File: config.mk
export PLATFORM = sky130hd
export DESIGN_NAME = smb_host_seq
export DESIGN_NICKNAME = d
export VERILOG_FILES = /design/src/rtl/smb_seq_pkg.sv /design/src/rtl/smb_delay_timer.sv /design/src/rtl/smb_shift_reg.sv /design/src/rtl/smb_host_seq.sv
export SDC_FILE = /design/constraint.sdc
export NUM_CORES = 1
export LEC_CHECK = 0
export BUFFER_PORTS_ARGS = -buffer_cell sky130_fd_sc_hd__buf_2
export CAP_MARGIN = 0
export CORE_MARGIN = 2
export CORE_UTILIZATION = 50
export CTS_CLUSTER_DIAMETER = 60
export DETAILED_ROUTE_END_ITERATION = 16
export PLACE_DENSITY = 0.76
export SLEW_MARGIN = 20
export SYNTH_ARGS = -nofsm -noshare
export SYNTH_HDL_FRONTEND = slang
export SYNTH_SLANG_ARGS = --single-unit
File: constraint.sdc
create_clock -name clk_i -period 2.8 [get_ports clk_i]
set_clock_uncertainty 0.1 [all_clocks]
set_input_delay 0.56 -clock clk_i [delete_from_list [all_inputs] [get_ports clk_i]]
set_output_delay 0.56 -clock clk_i [all_outputs]
set_load 0.03 [all_outputs]
File: src/rtl/smb_seq_pkg.sv
package smb_seq_pkg;

    typedef enum logic [2:0] {
        S_IDLE,
        S_LEAD,
        S_LO,
        S_HI,
        S_TRAIL,
        S_GAP,
        S_STB,
        S_DONE
    } seq_state_t;

    typedef enum logic [1:0] {
        PH_MAIN,
        PH_SLOT,
        PH_PARK
    } seq_phase_t;

    // Minimum time in ns turned into whole clock cycles, rounded up, at least 1.
    function automatic int unsigned ns_to_cycles(input int unsigned ns,
                                                 input int unsigned period_ps);
        int unsigned c;
        c = (ns * 1000 + period_ps - 1) / period_ps;
        return (c == 0) ? 1 : c;
    endfunction

endpackage

File: src/rtl/smb_delay_timer.sv
module smb_delay_timer #(
    parameter int unsigned W = 16
) (
    input  logic         clk_i,
    input  logic         rst_ni,
    input  logic         load_i,
    input  logic [W-1:0] len_i,
    output logic         expired_o
);
    logic [W-1:0] cnt_q;

    always_ff @(posedge clk_i or negedge rst_ni) begin
        if (!rst_ni) begin
            cnt_q <= '0;
        end else if (load_i) begin
            cnt_q <= len_i - W'(1);
        end else if (cnt_q != '0) begin
            cnt_q <= cnt_q - W'(1);
        end
    end

    assign expired_o = (cnt_q == '0);
endmodule

File: src/rtl/smb_shift_reg.sv
module smb_shift_reg #(
    parameter int unsigned W = 32
) (
    input  logic         clk_i,
    input  logic         rst_ni,
    input  logic         load_i,
    input  logic [W-1:0] load_val_i,
    input  logic         shift_i,
    input  logic         bit_i,
    output logic [W-1:0] q_o
);
    always_ff @(posedge clk_i or negedge rst_ni) begin
        if (!rst_ni) begin
            q_o <= '0;
        end else if (load_i) begin
            q_o <= load_val_i;
        end else if (shift_i) begin
            q_o <= {q_o[W-2:0], bit_i};
        end
    end
endmodule

File: src/rtl/smb_host_seq.sv
module smb_host_seq
    import smb_seq_pkg::*;
#(
    parameter int unsigned CLK_PERIOD_PS = 10000,
    parameter int unsigned T_LEAD_NS     = 180,
    parameter int unsigned T_TRAIL_NS    = 365,
    parameter int unsigned T_GAP_NS      = 400,
    parameter int unsigned SCK_LO_NS     = 50,
    parameter int unsigned SCK_HI_NS     = 50,
    parameter int unsigned DATA_W        = 32,
    parameter int unsigned LEN_W         = 6,
    parameter int unsigned SLOT_W        = 4,
    parameter int unsigned PARK_W        = 16,
    parameter int unsigned TMR_W         = 16
) (
    input  logic              clk_i,
    input  logic              rst_ni,
    input  logic              cmd_valid_i,
    output logic              cmd_ready_o,
    input  logic              cmd_read_i,
    input  logic [DATA_W-1:0] cmd_data_i,
    input  logic [LEN_W-1:0]  cmd_len_i,
    input  logic              cmd_park_i,
    output logic              busy_o,
    output logic              done_o,
    output logic [DATA_W-1:0] rd_data_o,
    output logic              bus_clk_o,
    output logic              bus_mosi_o,
    input  logic              bus_miso_i,
    output logic              sel_data_n_o,
    output logic              slot_stb_n_o
);
    localparam int unsigned C_LEAD  = ns_to_cycles(T_LEAD_NS, CLK_PERIOD_PS);
    localparam int unsigned C_TRAIL = ns_to_cycles(T_TRAIL_NS, CLK_PERIOD_PS);
    localparam int unsigned C_GAP   = ns_to_cycles(T_GAP_NS, CLK_PERIOD_PS);
    localparam int unsigned C_LO    = ns_to_cycles(SCK_LO_NS, CLK_PERIOD_PS);
    localparam int unsigned C_HI    = ns_to_cycles(SCK_HI_NS, CLK_PERIOD_PS);
    localparam int unsigned CNT_W   = $clog2(DATA_W + 1);
    localparam logic [DATA_W-1:0] PARK_WORD = ~({DATA_W{1'b1}} >> PARK_W);

    seq_state_t state_q, state_nx;
    seq_phase_t phase_q, phase_nx;
    logic              is_rd_q, park_q;
    logic [CNT_W-1:0]  bitcnt_q, bc_val;
    logic              bc_load;
    logic              sh_load, sh_shift;
    logic [DATA_W-1:0] sh_val, sh_q;
    logic              tmr_load, tmr_exp;
    logic [TMR_W-1:0]  tmr_val;
    logic              mosi_nx;

    smb_delay_timer #(.W(TMR_W)) tmr_i (
        .clk_i     (clk_i),
        .rst_ni    (rst_ni),
        .load_i    (tmr_load),
        .len_i     (tmr_val),
        .expired_o (tmr_exp)
    );

    smb_shift_reg #(.W(DATA_W)) sh_i (
        .clk_i      (clk_i),
        .rst_ni     (rst_ni),
        .load_i     (sh_load),
        .load_val_i (sh_val),
        .shift_i    (sh_shift),
        .bit_i      (bus_miso_i),
        .q_o        (sh_q)
    );

    // Next state and datapath controls
    always_comb begin
        state_nx = state_q;
        phase_nx = phase_q;
        sh_load  = 1'b0;
        sh_val   = '0;
        sh_shift = 1'b0;
        bc_load  = 1'b0;
        bc_val   = '0;
        unique case (state_q)
            S_IDLE: if (cmd_valid_i) begin
                state_nx = S_LEAD;
                phase_nx = PH_MAIN;
                sh_load  = 1'b1;
                sh_val   = cmd_read_i ? '0 : cmd_data_i;
                bc_load  = 1'b1;
                bc_val   = cmd_read_i ? CNT_W'(cmd_len_i) : CNT_W'(DATA_W);
            end
            S_LEAD:  if (tmr_exp) state_nx = S_LO;
            S_LO:    if (tmr_exp) state_nx = S_HI;
            S_HI: if (tmr_exp) begin
                sh_shift = 1'b1;
                if (bitcnt_q > CNT_W'(1))  state_nx = S_LO;
                else if (phase_q == PH_MAIN) state_nx = S_TRAIL;
                else                         state_nx = S_DONE;
            end
            S_TRAIL: if (tmr_exp) state_nx = (!is_rd_q || park_q) ? S_GAP : S_DONE;
            S_GAP: if (tmr_exp) begin
                sh_load = 1'b1;
                bc_load = 1'b1;
                if (!is_rd_q) begin
                    state_nx = S_STB;
                    phase_nx = PH_SLOT;
                    bc_val   = CNT_W'(SLOT_W);
                    sh_val   = '0;
                end else begin
                    state_nx = S_LO;
                    phase_nx = PH_PARK;
                    bc_val   = CNT_W'(PARK_W);
                    sh_val   = PARK_WORD;
                end
            end
            S_STB:   if (tmr_exp) state_nx = S_LO;
            S_DONE: begin
                state_nx = S_IDLE;
                phase_nx = PH_MAIN;
            end
            default: state_nx = S_IDLE;
        endcase
    end

    // Delay length for the state being entered
    always_comb begin
        tmr_load = (state_nx != state_q);
        unique case (state_nx)
            S_LEAD, S_STB: tmr_val = TMR_W'(C_LEAD);
            S_LO:          tmr_val = TMR_W'(C_LO);
            S_HI:          tmr_val = TMR_W'(C_HI);
            S_TRAIL:       tmr_val = TMR_W'(C_TRAIL);
            S_GAP:         tmr_val = TMR_W'(C_GAP);
            default:       tmr_val = TMR_W'(1);
        endcase
    end

    assign mosi_nx = sh_load  ? sh_val[DATA_W-1] :
                     sh_shift ? sh_q[DATA_W-2]   : sh_q[DATA_W-1];

    // State register and command context
    always_ff @(posedge clk_i or negedge rst_ni) begin
        if (!rst_ni) begin
            state_q   <= S_IDLE;
            phase_q   <= PH_MAIN;
            is_rd_q   <= 1'b0;
            park_q    <= 1'b0;
            bitcnt_q  <= '0;
            rd_data_o <= '0;
        end else begin
            state_q <= state_nx;
            phase_q <= phase_nx;
            if (state_q == S_IDLE && cmd_valid_i) begin
                is_rd_q <= cmd_read_i;
                park_q  <= cmd_park_i;
            end
            if (bc_load)       bitcnt_q <= bc_val;
            else if (sh_shift) bitcnt_q <= bitcnt_q - CNT_W'(1);
            if (state_q == S_TRAIL && tmr_exp && is_rd_q) rd_data_o <= sh_q;
        end
    end

    // Registered bus lines, decoded from the state being entered
    always_ff @(posedge clk_i or negedge rst_ni) begin
        if (!rst_ni) begin
            bus_clk_o    <= 1'b1;
            sel_data_n_o <= 1'b1;
            slot_stb_n_o <= 1'b1;
            bus_mosi_o   <= 1'b0;
            done_o       <= 1'b0;
        end else begin
            bus_clk_o    <= (state_nx != S_LO);
            sel_data_n_o <= !(phase_nx == PH_MAIN &&
                              state_nx inside {S_LEAD, S_LO, S_HI, S_TRAIL});
            slot_stb_n_o <= !(phase_nx == PH_SLOT &&
                              state_nx inside {S_STB, S_LO, S_HI});
            done_o       <= (state_nx == S_DONE);
            if (state_nx == S_LO)
                bus_mosi_o <= (is_rd_q && phase_nx == PH_MAIN) ? 1'b0 : mosi_nx;
            else if (state_nx inside {S_IDLE, S_DONE})
                bus_mosi_o <= 1'b0;
        end
    end

    assign cmd_ready_o = (state_q == S_IDLE);
    assign busy_o      = (state_q != S_IDLE);
endmodule

==> impl_metrics.csv, run 1 <==
group,metric,value,unit
sta,rsz_0062_raised_after_global_routing,"yes",
detailed_routing,drt_first_iter_violations,177,
detailed_routing,number_of_vias_after_detailed_routing,3869,
global_route,grt_start_max_net_pins,49,
setup_path,arrival,2.96,ns
yosys,synthTopCellsByArea,"sky130_fd_sc_hd__dfrtp_1, sky130_fd_sc_hd__mux2_2, sky130_fd_sc_hd__nand2_1",
sta,post_layout_min_period,2.762,ns
global_route,global_route.overflow_total,0,
sta,final.period_utilization,98.63,%
final_layout,finalNetCount,605,
yosys,syn_area_per_cell,10.37,um^2
final_layout,finalCoreUtilization,63.35,%
die,die_h,100.2,um
clocking,tritoncts_num_sinks,98,
detailed_routing,post-route-drc-count,0,
die,die_area,0.01003,mm^2
sta,timing.max_slew.rel_slack,57.47,%
yosys,ys_types,52,
power_and_ir_drop,power.static_leakage,2.800,nW
global_route,groute.usage.overall,22.64,%
setup_path,cp.required,3.00,ns
setup_path,timing.setup.critical_path_class,"register to register",
final_layout,synthToLayoutAreaGrowth,24.82,%
detailed_routing,route.detailed.vias_per_inst,5.749,
global_route,grt_antenna_before_repair,0,
run_status,status,"complete, no violations",
place,port_buffers,82,
clocking,clock_buffers_created_by_tritoncts,9,
clocking,h-tree-depth,3,
die,initial_core_util,50.76,%
global_route,vias_in_the_first_global_route,3740,
yosys,synth_top_area_share,51.42,%
clocking,tritoncts,"done",
power_and_ir_drop,power_density,682.7,mW/mm^2
sta,max_slew.worst_pin.slew,0.6379,ns
yosys,sequential_fraction_of_the_synthesis_area,53.13,%
detailed_routing,dr_pass1_iterations,4,
final_layout,num_antenna_cells,0,
yosys,synth_warnings,0,
setup_path,critical_path.max_fanout,8,
die,io_pins,83,
die,core_region_area,0.009109,mm^2
yosys,syn_area,0.004623,mm^2
sta,finalMaxSlewViolations,0,
place,finalWeightedCongestion,0.9094,
yosys,net_count_synth,494,
clocking,cts.root.buffer_cell,"sky130_fd_sc_hd__clkbuf_8",
hold_path,min_path_type,"primary input to asynchronous set/reset pin",
place,worst_slack_placed,-0.08095,ns
sta,whs,0.1010,ns
detailed_routing,detail-route-antenna-nets,0,
global_route,grt_first_pass_wirelength,17960,um
clocking,clkSlewWorstSetupHoldPaths,0.10,ns
sta,post-route-worst-setup-slack,0.03831,ns
sta,timing.final.setup_violations,0,
die,fp.dieW,100.2,um
setup_path,critical_path.endpoint_type,"register",
place,dpl.hpwl,7643,um
setup_path,crit_path_start_kind,"register",
yosys,ys_async_sr_fraction,100.0,%
yosys,synth-seq-cells,98,
detailed_routing,wl_per_cell,17.03,um
clocking,insertion_delay,0.37,ns
flow_run,cap_viol_max_count,0,
power_and_ir_drop,ir_worst_vdd,382.9,uV
detailed_routing,totalWireLength,11460,um
final_layout,drive_above_1_share,36.65,%
yosys,postSynthCellCount,446,
sta,timing.fmax,362.1,MHz
sta,report.final.hold_viol_count,0,
clocking,clock_path_buffers,2,
yosys,post-synth-top-area-cell,"sky130_fd_sc_hd__dfrtp_1",
die,floorplan.rows,35,
yosys,synth_enable_flop_cells,0,
yosys,synth-main-ff-cell,"sky130_fd_sc_hd__dfrtp_1",
Yosys cell counts, types with 2 or more instances:
master                     instances
sky130_fd_sc_hd__mux2_2           34
sky130_fd_sc_hd__buf_6             2
sky130_fd_sc_hd__xnor2_1           9
sky130_fd_sc_hd__nor3_1            7
sky130_fd_sc_hd__inv_1            12
sky130_fd_sc_hd__a22oi_1          10
sky130_fd_sc_hd__ha_1              4
sky130_fd_sc_hd__nand3_1          18
sky130_fd_sc_hd__buf_2             5
sky130_fd_sc_hd__dfstp_2           3
sky130_fd_sc_hd__and3_1            2
sky130_fd_sc_hd__or3_1             5
sky130_fd_sc_hd__nor4_4            2
sky130_fd_sc_hd__o21ai_2           8
sky130_fd_sc_hd__o22ai_1           6
sky130_fd_sc_hd__o21a_1            2
sky130_fd_sc_hd__nand4_1           3
sky130_fd_sc_hd__o311ai_1          3
sky130_fd_sc_hd__o21ai_0          25
sky130_fd_sc_hd__nand2_1          55
sky130_fd_sc_hd__clkbuf_1         17
sky130_fd_sc_hd__nor4_1            3
sky130_fd_sc_hd__a21o_1            2
sky130_fd_sc_hd__nor2b_1           2
sky130_fd_sc_hd__a22o_1            2
sky130_fd_sc_hd__and2_1            4
sky130_fd_sc_hd__o21ai_1           2
sky130_fd_sc_hd__a31oi_1           2
sky130_fd_sc_hd__o32ai_1           2
sky130_fd_sc_hd__dfrtp_1          95
sky130_fd_sc_hd__o211ai_1          5
sky130_fd_sc_hd__a21oi_1          27
sky130_fd_sc_hd__xor2_1            8
sky130_fd_sc_hd__nor2_1           42
critical path, stage by stage, from the launching register on:
cell and delay (ns):
sky130_fd_sc_hd__dfrtp_1 0.42, sky130_fd_sc_hd__nor4_4 0.34, sky130_fd_sc_hd__buf_4 0.19, sky130_fd_sc_hd__and4_4 0.26, sky130_fd_sc_hd__o211ai_1 0.12, sky130_fd_sc_hd__a31o_4 0.27, sky130_fd_sc_hd__inv_1 0.10, sky130_fd_sc_hd__nand3_1 0.07
sky130_fd_sc_hd__o21ai_1 0.13, sky130_fd_sc_hd__ha_2 0.27, sky130_fd_sc_hd__o211ai_4 0.09, sky130_fd_sc_hd__buf_12 0.16, sky130_fd_sc_hd__buf_6 0.11, sky130_fd_sc_hd__o21ai_2 0.04
where the power goes:
part	internal [W]	switching, W
registers	0.00169	0.000303
clock network	0.000458	0.000530
logic	0.000487	0.000468
total	0.00264	0.00130
worst paths after layout:
check	startpoint	end	slack, ns	depth (start not counted)
setup / recovery	tmr_i.cnt_q[4]	tmr_i.cnt_q[7]	0.04	13
min in group clk_i	cmd_data_i[21]	sh_i.q_o[21]	0.29	3
max in group asynchronous	rst_ni	bus_clk_o	1.75	2
hold reg to reg	rd_data_o[23]	rd_data_o[23]	0.41	1
hold / removal	rst_ni	bitcnt_q[3]	0.10	1
setup reg to reg	tmr_i.cnt_q[4]	tmr_i.cnt_q[7]	0.04	13
layer usage:
| metal | part of all wire, % | GRT usage [%] | routed length, um | vias up |
|---|---|---|---|---|
| met1 | 43 | 30.06 | 4887 | 1938 |
| met4 | 2.2 | 9.800 | 257 | 0 |
| li1 | - | - | - | 1799 |
| met5 | 0 | 0 | 0 | - |
| met3 | 4.0 | 3.760 | 463 | 19 |
| met2 | 51 | 36.91 | 5849 | 113 |
sequential cells by signal (all words and copies together), names as in the netlist:
name,cells
slot_stb_n_o,1
tmr_i.cnt_q,16
rd_data_o,32
phase_q,2
bus_clk_o,1
is_rd_q,1
done_o,1
sel_data_n_o,1
sh_i.q_o,32
park_q,1
bus_mosi_o,1
state_q,3
bitcnt_q,6
through the flow:
stage                     setup TNS [ns]  area [um^2]  power, W  cells
after global routing             -0.3777         5771  0.004148    673
after floorplan                        0         4628  0.002512    446
after CTS                              0         5592  0.003857    666
final                                  0         5771  0.003940    673
after global placement                 0         5359  0.002816    650
after detailed placement         -0.4621         5359  0.002864    650
cell type report:
class,count,area [um^2]
Clock buffer,10,137.6
Clock inverter,6,83.83
Sequential cell,98,2456
Multi-Input combinational cell,312,2125
Tap cell,111,138.9
Timing Repair Buffer,124,784.5
Fill cell,719,3338
Inverter,12,45.04
layout by cell type (no fill, tap or decap), types with 8 or more instances in the layout:
cell type,count
sky130_fd_sc_hd__nor2_1,41
sky130_fd_sc_hd__dfrtp_1,95
sky130_fd_sc_hd__clkbuf_8,10
sky130_fd_sc_hd__buf_4,35
sky130_fd_sc_hd__buf_2,81
sky130_fd_sc_hd__inv_1,12
sky130_fd_sc_hd__a22oi_1,9
sky130_fd_sc_hd__o21ai_0,22
sky130_fd_sc_hd__nand3_1,18
sky130_fd_sc_hd__a21oi_1,27
sky130_fd_sc_hd__xor2_1,8
sky130_fd_sc_hd__mux2_2,34
sky130_fd_sc_hd__o21ai_2,9
sky130_fd_sc_hd__xnor2_1,9
sky130_fd_sc_hd__nand2_1,55
cell families after synthesis:
family,count (synthesis),synth area share [%]
buffers and inverters,36,3.383
DFF,98,53.13
AOI/OAI and AO/OA,104,14.67
xor gates and xnor gates,17,3.221
adders and majority gates,4,1.083
muxes,35,8.498
and+or+nand+nor,152,16.02
what timing repair did:
item,4_1_cts,5_1_grt
setup buffers,0,7
pin swaps,0,8
hold buffers,0,0
resized for setup,3,23
setup endpoints to repair,7,9
(Power assumes the default switching activity.)
==> run 2, diff against run 1 <==
--- a/config.mk
+++ b/config.mk
@@ -8,11 +8,12 @@
 export BUFFER_PORTS_ARGS = -buffer_cell sky130_fd_sc_hd__buf_2
 export CAP_MARGIN = 0
 export CORE_MARGIN = 2
-export CORE_UTILIZATION = 50
+export CORE_UTILIZATION = 52
 export CTS_CLUSTER_DIAMETER = 60
 export DETAILED_ROUTE_END_ITERATION = 16
-export PLACE_DENSITY = 0.76
+export PLACE_DENSITY = 0.77
 export SLEW_MARGIN = 20
 export SYNTH_ARGS = -nofsm -noshare
 export SYNTH_HDL_FRONTEND = slang
+export SYNTH_HIERARCHICAL = 1
 export SYNTH_SLANG_ARGS = --single-unit
==> run 2 against run 1 <==
The run now ends with setup timing left. Combinational power rose to 2.7 times the previous value. Flip-flop and latch count unchanged. Sequential share of layout area down 9.3 points. Die area up 13%. Non-clock buffer count up 61. Worst setup slack worse by 0.91 ns.
==> impl_metrics.csv, run 2 <==
group,metric,value,unit
yosys,synth_warnings,6,
setup_path,cp.required,2.98,ns
setup_path,worst_r2r_startpoint,"tmr_i/cnt_q[4]",
yosys,postSynthCellCount,525,
detailed_routing,wl_per_cell,16.93,um
power_and_ir_drop,power_density,757.3,mW/mm^2
yosys,synthTopCellsByArea,"sky130_fd_sc_hd__dfrtp_1, sky130_fd_sc_hd__mux2i_1, sky130_fd_sc_hd__mux2_2",
clocking,tritoncts_num_sinks,98,
power_and_ir_drop,ir_worst_vdd,468.6,uV
global_route,grt_start_max_net_pins,59,
clocking,cts.root.buffer_cell,"sky130_fd_sc_hd__clkbuf_8",
yosys,post-synth-top-area-cell,"sky130_fd_sc_hd__dfrtp_1",
yosys,post_synthesis_adder_cell_area_fraction,0.6878,%
setup_path,cp-startpoint,"tmr_i/cnt_q[4]",
setup_path,critical_path.reg2reg.endpoint,"tmr_i/cnt_q[6]",
setup_path,critical_path.n_buffers_inverters,6,
clocking,insertion_delay,0.36,ns
setup_path,critPathMostFrequentCell,"sky130_fd_sc_hd__buf_6",
sta,timing.final.setup_violations,15,
yosys,ys_types,73,
yosys,synth_compound_gate_area_share,15.84,%
place,finalWeightedCongestion,0.8755,
yosys,synth_top_area_share,43.56,%
yosys,synthSimpleGateAreaFrac,15.98,%
place,dpl.hpwl,9542,um
place,placement.cell_area,0.006690,mm^2
global_route,vias_in_the_first_global_route,4736,
global_route,grt_antenna_before_repair,0,
sta,timing.fmax,272.6,MHz
setup_path,arrival,3.85,ns
die,fp.dieW,106.5,um
final_layout,layout_commonest_cell,"sky130_fd_sc_hd__dfrtp_1",
clocking,clkSlewWorstSetupHoldPaths,0.10,ns
yosys,yosys.area_share.xor_xnor,4.333,%
place,worst_slack_placed,-0.9887,ns
setup_path,cp_num_cells,20,
detailed_routing,detail-route-antenna-nets,0,
detailed_routing,drt_first_iter_violations,266,
die,die_h,106.5,um
flow_run,cap_viol_max_count,0,
detailed_routing,post-route-drc-count,0,
yosys,synth-seq-cells,98,
sta,finalMaxSlewViolations,0,
sta,final.period_utilization,131.0,%
detailed_routing,route.detailed.vias_per_inst,5.645,
setup_path,critical_path.endpoint_type,"register",
setup_path,rr_worst_depth,20,
yosys,synth.mux.area_fraction,13.20,%
sta,rsz_0062_raised_after_global_routing,"yes",
setup_path,critical_path.endpoint,"tmr_i/cnt_q[6]",
die,floorplan.rows,37,
detailed_routing,totalWireLength,14440,um
clocking,hold_buffers,0,
final_layout,finalNetCount,759,
yosys,syn_area,0.005458,mm^2
global_route,global_route.overflow_total,0,
sta,post_layout_min_period,3.668,ns
global_route,grt_first_pass_wirelength,22930,um
sta,tns,-10.21,ns
sta,max_slew.worst_pin.slew,0.7214,ns
final_layout,drive_above_1_share,42.40,%
power_and_ir_drop,power.static_leakage,3.577,nW
yosys,sequential_fraction_of_the_synthesis_area,45.00,%
setup_path,critical_path.max_stage_delay,0.42,ns
run_status,failing_checks,"setup timing",
final_layout,synthToLayoutAreaGrowth,35.21,%
setup_path,critical_path.max_fanout,7,
yosys,synth_enable_flop_cells,0,
setup_path,timing.setup.critical_path_class,"register to register",
final_layout,num_antenna_cells,0,
final_layout,reg.largest.list,"rd_data_o x32, sh_i/q_o x32, tmr_i/cnt_q x16",
setup_path,regToRegSetupSlack,-0.87,ns
yosys,synth.top_cells.by_count,"sky130_fd_sc_hd__dfrtp_1, sky130_fd_sc_hd__nand2_1, sky130_fd_sc_hd__mux2i_1",
final_layout,nFillCells,704,
sta,post-route-worst-setup-slack,-0.8678,ns
clocking,tritoncts,"done",
yosys,synth_top_family_by_area,"simple AND/OR/NAND/NOR gates",
die,initial_core_util,53.10,%
setup_path,cp_slowest_cell,"sky130_fd_sc_hd__dfrtp_1",
clocking,clock_buffers_created_by_tritoncts,9,
detailed_routing,dr_pass1_iterations,4,
clocking,h-tree-depth,3,
die,die_area,0.01133,mm^2
run_status,status,"finished with violations",
setup_path,cp_cell_sequence,"nor4_4 > nand3_2 > nor2_4 > buf_6 > nand2_4 > o221ai_4 > nor3_4 > xnor2_1 > nand3_2 > mux2i_2 > ha_2 > buf_4 > buf_6 > buf_6 > buf_6 > buf_6 > o21ai_4 > or2_4 > xor2_1 > o22ai_1",
setup_path,crit_path_start_kind,"register",
die,core_region_area,0.01028,mm^2
yosys,syn_area_per_cell,10.40,um^2
setup_path,critical_path.top_delay_family,"simple AND/OR/NAND/NOR gates",
place,port_buffers,82,
power_and_ir_drop,post-layout-total-power,0.005589,W
yosys,yosysMostFrequentCell,"sky130_fd_sc_hd__dfrtp_1",
global_route,groute.usage.overall,25.33,%
yosys,synth-main-ff-cell,"sky130_fd_sc_hd__dfrtp_1",
clocking,clock_path_buffers,2,
hold_path,min_path_type,"primary input to asynchronous set/reset pin",
final_layout,most-common-layout-cells,"sky130_fd_sc_hd__dfrtp_1, sky130_fd_sc_hd__buf_4, sky130_fd_sc_hd__buf_2",
yosys,ys_async_sr_fraction,100.0,%
sta,timing.max_slew.rel_slack,51.91,%
detailed_routing,number_of_vias_after_detailed_routing,4815,
sta,report.final.hold_viol_count,0,
final_layout,postLayoutCellArea,0.007380,mm^2
die,io_pins,83,
==> run 2: cell types whose count changed in the layout (fill, tap and decap cells not counted), sizes merged, moves of 7 or more <==
cell    previous run  this run
buf              124       183
o211ai             7         0
nor3               7        14
o22ai              6        14
conb               0        28
nand2             55        47
mux2i              1        36
a22oi             10         2
nand3             18         7
a21o               2        18
nor2              42        27
and3               2        20
==> run 2: layout make-up <==
type / instances / area (um^2) / area share (%)
Clock buffer: 11 / 131.4 / 1.780
Clock inverter: 5 / 61.31 / 0.8308
Inverter: 10 / 37.54 / 0.5086
Multi-Input combinational cell: 408 / 3187 / 43.18
Sequential cell: 98 / 2456 / 33.28
Tap cell: 136 / 170.2 / 2.306
Timing Repair Buffer: 185 / 1336 / 18.11
==> run 2: through the flow <==
stage                     utilization [%]  cells  hold slack (ns)
after global placement              65.10    819           0.3648
final                               71.80    853           0.1441
after detailed placement            65.10    819           0.3653
after CTS                           70.04    847           0.1739
after floorplan                         -    552           0.1644
after global routing                71.80    853           0.2012
==> run 2: per-layer routing <==
layer,vias to the layer above,routed length [um],share of wire (%),global-route usage [%]
li1,2238,-,-,-
met5,-,0,0,0
met3,28,685,4.7,3.556
met1,2393,6295,44,33.55
met4,0,269,1.9,8.442
met2,156,7194,50,42.95
==> run 2: kinds of logic after synthesis <==
kind of cell / after synthesis
AO/OA/AOI/OAI: 127
XOR/XNOR: 27
adder cells (fa/ha/maj): 3
buffers and inverters: 46
flip-flops: 98
multiplexers: 68
other: 1
AND/OR/NAND/NOR: 155
==> run 2: worst min path at each step <==
stage | startpoint | to | cells past startpoint
2_1_floorplan | rst_ni | bitcnt_q[0] | 0
4_1_cts | rst_ni | rd_data_o[23] | 1
6_report | rst_ni | rd_data_o[23] | 1
5_1_grt | rst_ni | rd_data_o[23] | 1
3_3_place_gp | park_q | park_q | 2
3_5_place_dp | park_q | park_q | 2
==> run 2: what timing repair did <==
item / in CTS / in global routing
pin swaps: 19 / 15
endpoints found under the setup margin: 17 / 18
gates resized for setup: 45 / 21
gates cloned: 1 / 1
buffers inserted: 11 / 5
==> run 2: power breakdown <==
group	leakage, nW	switching [W]	internal (W)
clock	0.0983	0.000517	0.000422
sequential	1.27	0.000325	0.00177
combinational	2.21	0.00125	0.00130
total	3.58	0.00210	0.00349
==> run 3, diff against run 2 <==
--- a/config.mk
+++ b/config.mk
@@ -5,15 +5,14 @@
 export SDC_FILE = /design/constraint.sdc
 export NUM_CORES = 1
 export LEC_CHECK = 0
-export BUFFER_PORTS_ARGS = -buffer_cell sky130_fd_sc_hd__buf_2
 export CAP_MARGIN = 0
 export CORE_MARGIN = 2
-export CORE_UTILIZATION = 52
+export CORE_UTILIZATION = 55
 export CTS_CLUSTER_DIAMETER = 60
 export DETAILED_ROUTE_END_ITERATION = 16
-export PLACE_DENSITY = 0.77
+export DONT_BUFFER_PORTS = 1
+export PLACE_DENSITY = 0.73
 export SLEW_MARGIN = 20
 export SYNTH_ARGS = -nofsm -noshare
 export SYNTH_HDL_FRONTEND = slang
-export SYNTH_HIERARCHICAL = 1
 export SYNTH_SLANG_ARGS = --single-unit
==> run 3 against run 2 <==
The flow finishes with violations (hold timing). Die area down 19%. Final area down 30%. Largest cell class is now sequential cells. Sequential power down 5%. Count of clock-buffer cells in the layout down 2. Clock power down 1%. Non-clock buffer count down 154. Power down 33%. Flip-flop and latch count unchanged.
==> impl_metrics.csv, run 3 (same netlist as run 1, synthesis figures left out) <==
group,metric,value,unit
run_status,status,"finished with violations",
run_status,failing_checks,"hold timing",
clocking,clock_buffers_created_by_tritoncts,9,
clocking,h-tree-depth,3,
setup_path,arrival,2.89,ns
detailed_routing,post-route-drc-count,0,
sta,timing.final.setup_violations,0,
global_route,groute.usage.overall,22.85,%
setup_path,timing.setup.critical_path_class,"register to register",
global_route,grt_first_pass_wirelength,16060,um
flow_run,cap_viol_max_count,0,
final_layout,layout.cells.non_filler,573,
clocking,clock_path_buffers,2,
die,die_h,95.69,um
final_layout,num_antenna_cells,0,
sta,tns,0,ns
setup_path,cp.required,2.97,ns
final_layout,most-common-layout-cells,"sky130_fd_sc_hd__dfrtp_1, sky130_fd_sc_hd__nand2_1, sky130_fd_sc_hd__nor2_1",
setup_path,critical_path.reg2reg.endpoint,"tmr_i.cnt_q[2]",
global_route,global_route.overflow_total,0,
global_route,vias_in_the_first_global_route,3348,
setup_path,critical_path.endpoint_type,"register",
detailed_routing,totalWireLength,10150,um
final_layout,nFillCells,670,
place,finalWeightedCongestion,0.8550,
setup_path,crit_path_start_kind,"register",
clocking,tritoncts_num_sinks,98,
clocking,cts.root.buffer_cell,"sky130_fd_sc_hd__clkbuf_8",
place,worst_slack_placed,0.01325,ns
die,floorplan.rows,33,
setup_path,critical_path.max_fanout,4,
clocking,tritoncts,"done",
sta,rsz_0062_raised_after_global_routing,"yes",
sta,final.period_utilization,96.89,%
sta,timing.fmax,368.6,MHz
sta,finalMaxSlewViolations,0,
final_layout,reg.largest.list,"rd_data_o x32, sh_i.q_o x32, tmr_i.cnt_q x16",
final_layout,layout_commonest_cell,"sky130_fd_sc_hd__dfrtp_1",
setup_path,regToRegSetupSlack,0.09,ns
sta,max_slew.worst_pin.slew,0.4902,ns
die,core_region_area,0.008175,mm^2
detailed_routing,drt_first_iter_violations,163,
power_and_ir_drop,power_density,722.3,mW/mm^2
final_layout,drive_above_1_share,23.93,%
sta,report.final.hold_viol_count,98,
power_and_ir_drop,power.static_leakage,2.332,nW
hold_path,min_path_type,"primary input to asynchronous set/reset pin",
place,place.detailed.instances,555,
sta,timing.max_slew.rel_slack,67.07,%
die,io_pins,83,
global_route,grt_antenna_before_repair,0,
clocking,clkSlewWorstSetupHoldPaths,0.10,ns
sta,post_layout_min_period,2.713,ns
final_layout,finalNetCount,512,
clocking,insertion_delay,0.36,ns
die,die_area,0.009156,mm^2
detailed_routing,dr_pass1_iterations,4,
detailed_routing,detail-route-antenna-nets,0,
setup_path,rr_worst_depth,11,
place,port_buffers,0,
final_layout,synthToLayoutAreaGrowth,12.29,%
place,dpl.hpwl,6951,um
die,fp.dieW,95.69,um
detailed_routing,wl_per_cell,17.71,um
die,initial_core_util,56.55,%
global_route,grt_start_max_net_pins,99,
setup_path,worst_r2r_startpoint,"tmr_i.cnt_q[1]",
power_and_ir_drop,ir_worst_vdd,321.0,uV
detailed_routing,number_of_vias_after_detailed_routing,3351,
sta,whs,-0.2207,ns
detailed_routing,route.detailed.vias_per_inst,5.848,
sta,post-route-worst-setup-slack,0.08701,ns
run 3: critical path, stage by stage (launching register included):
cell and delay (ns):
sky130_fd_sc_hd__dfrtp_1 0.39, sky130_fd_sc_hd__inv_1 0.07, sky130_fd_sc_hd__ha_2 0.18, sky130_fd_sc_hd__nor3b_4 0.22
sky130_fd_sc_hd__nand4_1 0.16, sky130_fd_sc_hd__or3_4 0.38, sky130_fd_sc_hd__o211ai_4 0.24, sky130_fd_sc_hd__nand2b_4 0.17
sky130_fd_sc_hd__o211ai_1 0.12, sky130_fd_sc_hd__ha_2 0.25, sky130_fd_sc_hd__o21a_1 0.13, sky130_fd_sc_hd__o32ai_2 0.24
run 3: metal layers:
| metal | vias up | GRT usage, % | share of wire [%] |
|---|---|---|---|
| li1 | 1608 | - | - |
| met1 | 1634 | 30.47 | 44 |
| met2 | 92 | 35.20 | 47 |
| met3 | 17 | 6.719 | 6.7 |
| met4 | 0 | 9.048 | 1.9 |
| met5 | - | 0 | 0 |
run 3: area by class of cell:
class                   count  area (um^2)  share of cell area [%]
clock buffers               9        123.9                   2.386
clock inverters             6        76.32                   1.470
inverters                  12        45.04                  0.8677
multi-input cells         312         2101                   40.47
flip-flops and latches     98         2456                   47.31
well taps                 105        131.4                   2.531
repair buffers             31        257.7                   4.965
run 3: through the flow:
step | utilization [%] | cell area (um^2) | power, W
2_1_floorplan | - | 4628 | 0.002512
3_3_place_gp | 59.76 | 4886 | 0.002733
3_5_place_dp | 59.76 | 4886 | 0.002779
4_1_cts | 62.38 | 5100 | 0.003721
5_1_grt | 63.50 | 5191 | 0.003969
6_report | 63.50 | 5191 | 0.003749
run 3: report_power, final:
group          total (W)  switching (W)  internal, W  leakage [nW]
registers        0.00200       0.000302      0.00169          1.25
clock network   0.000930       0.000508     0.000422        0.0954
logic           0.000822       0.000391     0.000431         0.985
total            0.00375        0.00120      0.00255          2.33
run 3: worst max-delay path by stage:
stage / startpoint / to / slack [ns] / cells past startpoint
3_5_place_dp: tmr_i.cnt_q[13] / tmr_i.cnt_q[9] / 0.01 / 11
2_1_floorplan: tmr_i.cnt_q[0] / tmr_i.cnt_q[15] / 0.02 / 13
4_1_cts: tmr_i.cnt_q[1] / tmr_i.cnt_q[9] / 0.02 / 13
6_report: tmr_i.cnt_q[1] / tmr_i.cnt_q[2] / 0.09 / 11
5_1_grt: tmr_i.cnt_q[1] / tmr_i.cnt_q[2] / -0.08 / 11
3_3_place_gp: tmr_i.cnt_q[13] / tmr_i.cnt_q[11] / 0.1 / 11
run 3: what timing repair did:
item                                    in CTS  in global routing
resized for setup                            4                 15
setup buffers                                0                  3
endpoints found under the setup margin       9                 13
endpoints found under the hold margin       98                 98
pin swaps                                    0                  5
